File: src/rtl/io_perm_pkg.sv
package io_perm_pkg;

    localparam int PORT_W = 16;
    localparam int INFO_W = 64;

    typedef enum logic [2:0] {
        FS_IDLE  = 3'd0,
        FS_ASK0  = 3'd1,
        FS_WAIT0 = 3'd2,
        FS_ASK1  = 3'd3,
        FS_WAIT1 = 3'd4
    } fetch_state_e;

    typedef struct packed {
        logic [PORT_W-1:0] port;
        logic [2:0]        len;
        logic              inbound;
        logic              strng;
        logic              repeat_pf;
        logic [INFO_W-1:0] ip;
    } io_access_t;

    // Bits of the 16-bit bitmap window touched by an access.
    function automatic logic [15:0] span_mask(input logic [PORT_W-1:0] port,
                                              input logic [2:0] len);
        logic [15:0] ones;
        ones = (16'd1 << len) - 16'd1;
        return ones << port[2:0];
    endfunction

    // Exit qualification word for an intercepted access.
    function automatic logic [INFO_W-1:0] pack_qual(input io_access_t a);
        logic [INFO_W-1:0] q;
        q        = '0;
        q[0]     = a.inbound;
        q[2]     = a.strng;
        q[3]     = a.strng & a.repeat_pf;
        q[4]     = (a.len == 3'd1);
        q[5]     = (a.len == 3'd2);
        q[6]     = (a.len == 3'd4);
        q[31:16] = a.port;
        return q;
    endfunction

endpackage

File: src/rtl/io_perm_fetch.sv
module io_perm_fetch
    import io_perm_pkg::*;
#(
    parameter int ADDR_W = 52
) (
    input  logic              clk,
    input  logic              rst,
    input  logic              start,
    input  logic [ADDR_W-1:0] first_addr,
    output logic              mem_req,
    output logic [ADDR_W-1:0] mem_addr,
    input  logic              mem_ready,
    input  logic              mem_rvalid,
    input  logic [7:0]        mem_rdata,
    output logic              word_valid,
    output logic [15:0]       word
);

    fetch_state_e      state;
    logic [ADDR_W-1:0] addr_r;
    logic [7:0]        lo_r;
    logic [15:0]       word_r;
    logic              wv_r;

    always_ff @(posedge clk) begin
        if (rst) begin
            state  <= FS_IDLE;
            addr_r <= '0;
            lo_r   <= '0;
            word_r <= '0;
            wv_r   <= 1'b0;
        end else begin
            wv_r <= 1'b0;
            case (state)
                FS_IDLE: if (start) begin
                    addr_r <= first_addr;
                    state  <= FS_ASK0;
                end
                FS_ASK0: if (mem_ready) state <= FS_WAIT0;
                FS_WAIT0: if (mem_rvalid) begin
                    lo_r   <= mem_rdata;
                    addr_r <= addr_r + ADDR_W'(1);
                    state  <= FS_ASK1;
                end
                FS_ASK1: if (mem_ready) state <= FS_WAIT1;
                FS_WAIT1: if (mem_rvalid) begin
                    word_r <= {mem_rdata, lo_r};
                    wv_r   <= 1'b1;
                    state  <= FS_IDLE;
                end
                default: state <= FS_IDLE;
            endcase
        end
    end

    assign mem_req    = (state == FS_ASK0) || (state == FS_ASK1);
    assign mem_addr   = addr_r;
    assign word_valid = wv_r;
    assign word       = word_r;

    // a waiting read keeps its address until accepted
    p_addr_hold_r3: assert property (@(posedge clk) disable iff (rst)
        (mem_req && !mem_ready) |=> (mem_req && $stable(mem_addr)));

    // the joined word only appears after a data beat
    p_word_after_beat_r3: assert property (@(posedge clk) disable iff (rst)
        word_valid |-> $past(mem_rvalid));

endmodule

File: src/rtl/io_perm_decide.sv
module io_perm_decide
    import io_perm_pkg::*;
(
    input  io_access_t        acc,
    input  logic [15:0]       window,
    output logic              hit,
    output logic [INFO_W-1:0] qual
);

    logic [15:0] mask;

    always_comb begin
        mask = span_mask(acc.port, acc.len);
        hit  = |(window & mask);
        qual = pack_qual(acc);
    end

endmodule

File: src/rtl/io_perm_check.sv
module io_perm_check
    import io_perm_pkg::*;
#(
    parameter int ADDR_W    = 52,
    parameter int PAGE_BITS = 12
) (
    input  logic              clk,
    input  logic              rst,
    input  logic              req_valid,
    input  logic [15:0]       req_port,
    input  logic [2:0]        req_len,
    input  logic              req_in,
    input  logic              req_str,
    input  logic              req_rep,
    input  logic [63:0]       req_ip,
    input  logic [ADDR_W-1:0] bitmap_base,
    input  logic              guest_active,
    input  logic              io_icpt_en,
    output logic              mem_req,
    output logic [ADDR_W-1:0] mem_addr,
    input  logic              mem_ready,
    input  logic              mem_rvalid,
    input  logic [7:0]        mem_rdata,
    output logic              busy,
    output logic              done,
    output logic              exit_req,
    output logic [63:0]       exit_info1,
    output logic [63:0]       exit_info2
);

    localparam int BYTE_IDX_W = PORT_W - 3;

    logic              busy_r, done_r, exit_r;
    logic [63:0]       info1_r, info2_r;
    io_access_t        acc_r;
    logic              accept, gate_on, start_fetch;
    logic [ADDR_W-1:0] first_addr;
    logic              word_valid, hit;
    logic [15:0]       window;
    logic [INFO_W-1:0] qual;

    assign accept      = req_valid && !busy_r;
    assign gate_on     = guest_active && io_icpt_en;
    assign start_fetch = accept && gate_on;
    assign first_addr  = {bitmap_base[ADDR_W-1:PAGE_BITS], {PAGE_BITS{1'b0}}}
                       + ADDR_W'(req_port[PORT_W-1:PORT_W-BYTE_IDX_W]);

    io_perm_fetch #(.ADDR_W(ADDR_W)) u_fetch (
        .clk        (clk),
        .rst        (rst),
        .start      (start_fetch),
        .first_addr (first_addr),
        .mem_req    (mem_req),
        .mem_addr   (mem_addr),
        .mem_ready  (mem_ready),
        .mem_rvalid (mem_rvalid),
        .mem_rdata  (mem_rdata),
        .word_valid (word_valid),
        .word       (window)
    );

    io_perm_decide u_decide (
        .acc    (acc_r),
        .window (window),
        .hit    (hit),
        .qual   (qual)
    );

    always_ff @(posedge clk) begin
        if (rst) begin
            busy_r  <= 1'b0;
            done_r  <= 1'b0;
            exit_r  <= 1'b0;
            info1_r <= '0;
            info2_r <= '0;
            acc_r   <= '0;
        end else begin
            done_r <= 1'b0;
            exit_r <= 1'b0;
            if (accept) begin
                acc_r <= '{port: req_port, len: req_len, inbound: req_in,
                           strng: req_str, repeat_pf: req_rep, ip: req_ip};
                if (gate_on) begin
                    busy_r <= 1'b1;
                end else begin
                    done_r  <= 1'b1;
                    info1_r <= '0;
                    info2_r <= '0;
                end
            end
            if (word_valid) begin
                busy_r  <= 1'b0;
                done_r  <= 1'b1;
                exit_r  <= hit;
                info1_r <= hit ? qual : '0;
                info2_r <= hit ? acc_r.ip : '0;
            end
        end
    end

    assign busy       = busy_r;
    assign done       = done_r;
    assign exit_req   = exit_r;
    assign exit_info1 = info1_r;
    assign exit_info2 = info2_r;

    // bypassed request finishes next cycle without exit
    p_bypass_r2: assert property (@(posedge clk) disable iff (rst)
        (req_valid && !busy && !(guest_active && io_icpt_en)) |=> (done && !exit_req));

    // memory is only touched while a check is in progress
    p_mem_in_busy_r7: assert property (@(posedge clk) disable iff (rst)
        mem_req |-> busy);

    // exit flag only together with completion
    p_exit_with_done_r8: assert property (@(posedge clk) disable iff (rst)
        exit_req |-> done);

    // a checked request completes with exactly one done pulse
    p_done_ends_busy_r8: assert property (@(posedge clk) disable iff (rst)
        ($fell(busy)) |-> done);

    // size field is one-hot and repeat implies string
    p_qual_shape_r5: assert property (@(posedge clk) disable iff (rst)
        exit_req |-> ($countones(exit_info1[6:4]) == 1 && !exit_info1[1]
                      && !(exit_info1[3] && !exit_info1[2])));

endmodule

File: config.mk
export PLATFORM = sky130hd
export DESIGN_NAME = io_perm_check
export DESIGN_NICKNAME = d
export VERILOG_FILES = /design/src/rtl/io_perm_pkg.sv /design/src/rtl/io_perm_fetch.sv /design/src/rtl/io_perm_decide.sv /design/src/rtl/io_perm_check.sv
export SDC_FILE = /design/constraint.sdc
export NUM_CORES = 1
export LEC_CHECK = 0
export CAP_MARGIN = 20
export CORE_ASPECT_RATIO = 1.2
export CORE_MARGIN = 5
export CORE_UTILIZATION = 50
export DETAILED_ROUTE_END_ITERATION = 7
export PLACE_DENSITY = 0.81
export SETUP_SLACK_MARGIN = 0.02
export SLEW_MARGIN = 30
export SYNTH_ARGS = -nofsm -noshare
export SYNTH_HDL_FRONTEND = slang
export SYNTH_HIERARCHICAL = 1
export SYNTH_SLANG_ARGS = --single-unit
File: constraint.sdc
create_clock -name clk -period 3.8 [get_ports clk]
set_input_delay 0.57 -clock clk [delete_from_list [all_inputs] [get_ports clk]]
set_output_delay 0.57 -clock clk [all_outputs]
set_load 0.02 [all_outputs]
* Word-level counts from Yosys, hierarchy flattened *
Index checks and enable logic that the tools add are counted.

cells by class
  $add $sub $neg = 3
  eq/ne operators = 13
  shifts and indexed selects = 2
  multiplexer cells = 19
  bitwise logic cells = 4
  reductions and logical operators = 18

operator list
  kind                   count
  $mux 64                5
  $mux 52                2
  $pmux 52 s2            1
  $add 52x1->52 const B  1
  $add 52x13->52         1
  $mux 32                1
  $and 16x16->16         1
  $reduce_or 16->1       1
  $shl 1x3->16 const A   1
  $shl 16x3->16          1
  $sub 16x1->16 const B  1
  $mux 3                 5
  $pmux 3 s5             1
  $ne 2x2->1 const B     5
  $eq 3x2->1 const B     3
  $reduce_and 2->1       4
  $eq 3x1->1 const B     2
  $eq 3x3->1 const B     2
  $reduce_or 2->1        3
  $reduce_and 5->1       1
  $mux 1                 4
  $reduce_bool 2->1      2
  $logic_and 1x1->1      3
  $logic_not 3->1        1
  6 further kinds        7

storage, ports and cells
  register bits after elaboration = 297
  input port bits = 153
  word-level logic and storage cells = 75

* Logic depth before layout (Yosys ltp) *
  depth in word-level cells = 7
  gate-level depth with buffers = 17

* Hierarchy *
Netlist, hierarchy kept.

modules (own cells, without submodules)
  module          times used  cells each  area an instance (µm²)
  io_perm_check   1           802         7694.9
  io_perm_fetch   1           565         4260.3
  io_perm_decide  1           196         1401.3

* Worst setup path after synthesis *
No wires, ideal clock.

  path kind = reg2reg
  start point = register acc_r[69] (netlist name)
  end point = register info1_r[17] (netlist: exit_info1[17])
  data arrival time = 3.194 ns
  path slack = 0.489 ns
  cell stages (with the launch flop) = 18
  clock period less this slack = 3.311 ns
  cells stage by stage = dfxtp_1 buf_2 buf_2 nor2_1 nand2_1 ha_1 buf_4 o21bai_4 a2111oi_4 nand2_1 a222oi_1 nand4_1 a211o_1 nand2_1 nor2_1 clkbuf_1 clkbuf_1 a22o_1

between the ends
  longest elaborated chain between the ends = 7

ends and longest elaborated chain
  what                    line                  text
  from (decl)             io_perm_check.sv:35   io_access_t acc_r;
  from (signal assigned)  io_perm_check.sv:81   acc_r <= '{port: req_port, len: req_len, inbound: req_in,
  $shl 1x3->16            io_perm_pkg.sv:27     ones = (16'd1 << len) - 16'd1;
  $sub 16x1->16           io_perm_pkg.sv:27
  $shl 16x3->16           io_perm_pkg.sv:28     return ones << port[2:0];
  $and 16x16->16          io_perm_decide.sv:14  hit = |(window & mask);
  $reduce_or 16->1        io_perm_decide.sv:14
  named net hit           io_perm_check.sv:38   logic word_valid, hit;
  $mux 32                 io_perm_check.sv:95   info1_r <= hit ? qual : '0;
  $mux 64                 io_perm_check.sv:91   if (word_valid) begin
  to (signal assigned)    io_perm_check.sv:95
  to (decl)               io_perm_check.sv:34   logic [63:0] info1_r, info2_r;

The timed path passes the listed nets, and every way through them passes these cells.
A chain may end at the register's enable or synchronous reset.

* Final worst setup path *
  start point = register acc_r[68] (netlist name)
  end point = register info2_r[17] (netlist: exit_info2[17])

between the ends
  longest elaborated chain between the ends = 7

ends and longest elaborated chain
  what                  line                  text
  $shl 1x3->16          io_perm_pkg.sv:27
  $sub 16x1->16         io_perm_pkg.sv:27
  $shl 16x3->16         io_perm_pkg.sv:28
  $and 16x16->16        io_perm_decide.sv:14
  $reduce_or 16->1      io_perm_decide.sv:14
  named net hit         io_perm_check.sv:38
  $mux 64               io_perm_check.sv:96   info2_r <= hit ? acc_r.ip : '0;
  $mux 64               io_perm_check.sv:91
  to (signal assigned)  io_perm_check.sv:96
  to (decl)             io_perm_check.sv:34

The timed path passes the listed nets, and every way through them passes these cells.

==> reports/metrics.csv <==
metric,value,unit
Max Buffers Root-to-Sink,3,
met2 WL post-DR,20940,microns
share of the synthesized area in the top cell type,44.52,%
DP Worst Slack,0.2432,ns
Pleak,0.006327,uW
Crit-path slowest cell,or3_4,
fillers,2079,
CTS tree,built,
CP max stage delay,0.42,ns
total power,7305,uW
most frequent cells after synthesis,"dfxtp_1 (297), nand2_1 (295), a21oi_1 (153)",
Final Routed Wirelength,42880,microns
vias in the first global route,12210,
Unique masters post-synth,87,
pwr dens,414.0,nW/um^2
Total GRT Usage,26.57,%
period utilization,91.96,%
Post-synth EDFFs,0,
pin count of the biggest net entering global routing,92,
CTS H-tree lvls,1,
outcome,"finished, final reports clean",
worst skew pair latency,0.56,ns
Port-buffer cells,324,
startpoint types,register,
max cap viols,0,
Sequential Power Share,45.4,%
Slew HR,38.32,%
f_max,0.2862,GHz
via count,12830,
top layer used by detailed routing,met4,
Crit path max-delay family,simple AND/OR/NAND/NOR gates,
Gate Count Post-Synth,1563,
share of flip-flops with an asynchronous set or reset,0,%
DR iter-0 viols,1255,
Core Area,26350,sq um
Fin Setup TNS,0,ns
Top Ports,337,
Worst EP arrival,3.94,ns
Comb pwr share,11.4,%
Die Span Y,189.0,microns
most frequent cell after synthesis,dfxtp_1,
"Buf+Inv Stages, Crit Path",2,
Met1 Wirelength,17040,microns
commonest register cell after synthesis,dfxtp_1,
dominant cells by area after synthesis,"dfxtp_1 (45%), a22o_1 (8.4%), nand2_1 (8.3%)",
Via density,5.890,
Worst-Margin Slew,0.9251,ns
first-pass detailed-route iteration total,6,
worst hold slack,0.4497,ns
Routability Congestion,0.9431,
worst hold path type,reg -> reg,
average size of a mapped cell,8.545,sq um
DR WL met3,3494,microns
critical-path cell list,"or3_4, ha_1, buf_4, or2b_1, a211oi_1, a2111oi_0, a31oi_1, nand4_1, a211o_1, nand2_1, nor2_4, buf_12, a22o_1",
global-route wire length before repair,67180,microns
YS warnings,6,
setup slack after layout,0.3055,ns
layout overhead on the synthesized area,32.13,%
Worst-path clk slew,0.07,ns
crit path max fanout,36,
mapped cell area,13360,sq um
# rows,65,
RSZ-0062 raised after global routing,no,
CTS root buffer,clkbuf_16,
clk_skew,0.01046,ns
initial antenna violation count,1,
count of state elements after synthesis,297,
critical path capture point type,register,
Die X,159.2,microns
GR Overflow Total,0,
Synth area leader,dfxtp_1,
"Setup violations, final",0,
Psw,1798,uW
Slew Limit Fails,0,
Peak VDD IR,0.3063,mV
CP required,4.24,ns
Power Internal,5507,uW
switching share of power,24.62,%
WS Path Type,reg -> reg,
post-layout min period,3.495,ns
CTS buffer count,29,
Starting Density,50.69,%
clock group share of total power,43.3,%
share of cells above drive strength 1,6.786,%
WL/cell,19.69,microns
# DRC,0,
post-route ant nets,0,
die area,30100,sq um
HPWL after detailed placement,29980,microns
post-synthesis sequential area ratio,44.52,%
Total Nets Final,1978,
"Hold Violations, Final",0,
clk sinks,297,
[worst reg2reg max path, stage by stage, from the launching register on]
cell and delay, ns:
dfxtp_1 0.32, or3_4 0.42, ha_1 0.30, buf_4 0.20, or2b_1 0.31, a211oi_1 0.30, a2111oi_0 0.11, a31oi_1 0.16
nand4_1 0.10, a211o_1 0.25, nand2_1 0.22, nor2_4 0.18, buf_12 0.23, a22o_1 0.28
[per-layer routing]
layer  up-vias  global-route usage, %
met2       611                  46.44
met3        88                  4.921
met1      6089                  33.15
met5         -                      0
met4         0                  8.631
li1       6040                      -
[cells by family (layout without fill, tap and decap cells)]
| group | after synthesis | after routing | share of synthesized area [%] |
|---|---|---|---|
| adders and majority gates | 5 | 5 | 0.4684 |
| and+or+nand+nor | 591 | 592 | 21.24 |
| DFF | 297 | 297 | 44.52 |
| xor gates and xnor gates | 40 | 40 | 2.623 |
| AOI/OAI and AO/OA | 426 | 426 | 22.45 |
| buffers and inverters | 190 | 427 | 7.672 |
| other | 1 | 43 | 0.02808 |
| muxes | 13 | 13 | 1.002 |
[worst paths after layout]
check | start | endpoint | slack, ns | cells after the start
hold reg to reg | acc_r[64] | acc_r[64] | 0.45 | 2
hold / removal | acc_r[64] | acc_r[64] | 0.45 | 2
setup reg to reg | acc_r[68] | exit_info2[17] | 0.31 | 13
setup / recovery | acc_r[68] | exit_info2[17] | 0.31 | 13
[cell usage in the layout (no fill, tap or decap), types with 17 or more instances in the layout]
cell / count
xnor2_1: 31
clkbuf_16: 29
nor4_1: 19
a21oi_1: 153
dfxtp_1: 297
nand3_1: 49
o21ai_0: 39
nand4_1: 32
buf_4: 28
nor3_1: 40
clkdlybuf4s50_1: 323
conb_1: 42
and3_1: 17
nand2_1: 295
inv_1: 17
a22o_1: 128
nor2_1: 63
a211oi_1: 19
[power groups by stage]
| stage | clock, uW | sequential [uW] | combinational [uW] |
|---|---|---|---|
| 2_1_floorplan | 0 | 3400 | 443 |
| 3_5_place_dp | 0 | 3380 | 814 |
| 5_1_grt | 3340 | 3330 | 898 |
| 3_3_place_gp | 0 | 3380 | 806 |
| 4_1_cts | 3210 | 3310 | 820 |
| 6_report | 3160 | 3310 | 830 |
[registers in the layout, summed over array words and instances (netlist names)]
| name | flops |
|---|---|
| u_fetch/mem_addr | 52 |
| exit_req | 1 |
| exit_info1 | 64 |
| busy | 1 |
| u_fetch/lo_r | 8 |
| exit_info2 | 64 |
| done | 1 |
| u_fetch/state | 3 |
| acc_r | 86 |
| u_fetch/word | 16 |
| u_fetch/word_valid | 1 |
[timing repair]
action	4_1_cts	5_1_grt
setup endpoints to repair	0	64
resized for setup	0	1
hold buffers	0	0
buffers inserted	0	0
[per-stage QoR]
stage	std cells	instance area [sq um]	utilization, %
2_1_floorplan	1604	13510	-
3_3_place_gp	2123	16560	62.85
3_5_place_dp	2123	16560	62.85
4_1_cts	2176	17630	66.91
5_1_grt	2178	17650	66.98
6_report	2178	17650	66.98
[layout make-up]
cell class | instances | area (sq um) | share of cell area (%)
clock inverters | 12 | 209.0 | 1.184
flip-flops and latches | 297 | 5946 | 33.69
multi-input cells | 1118 | 6600 | 37.40
inverters | 18 | 67.56 | 0.3828
repair buffers | 356 | 3543 | 20.08
well taps | 335 | 419.2 | 2.375
diodes | 1 | 2.502 | 0.01418
clock buffers | 41 | 860.8 | 4.878
Note: power is estimated with default switching activity, not from simulation.
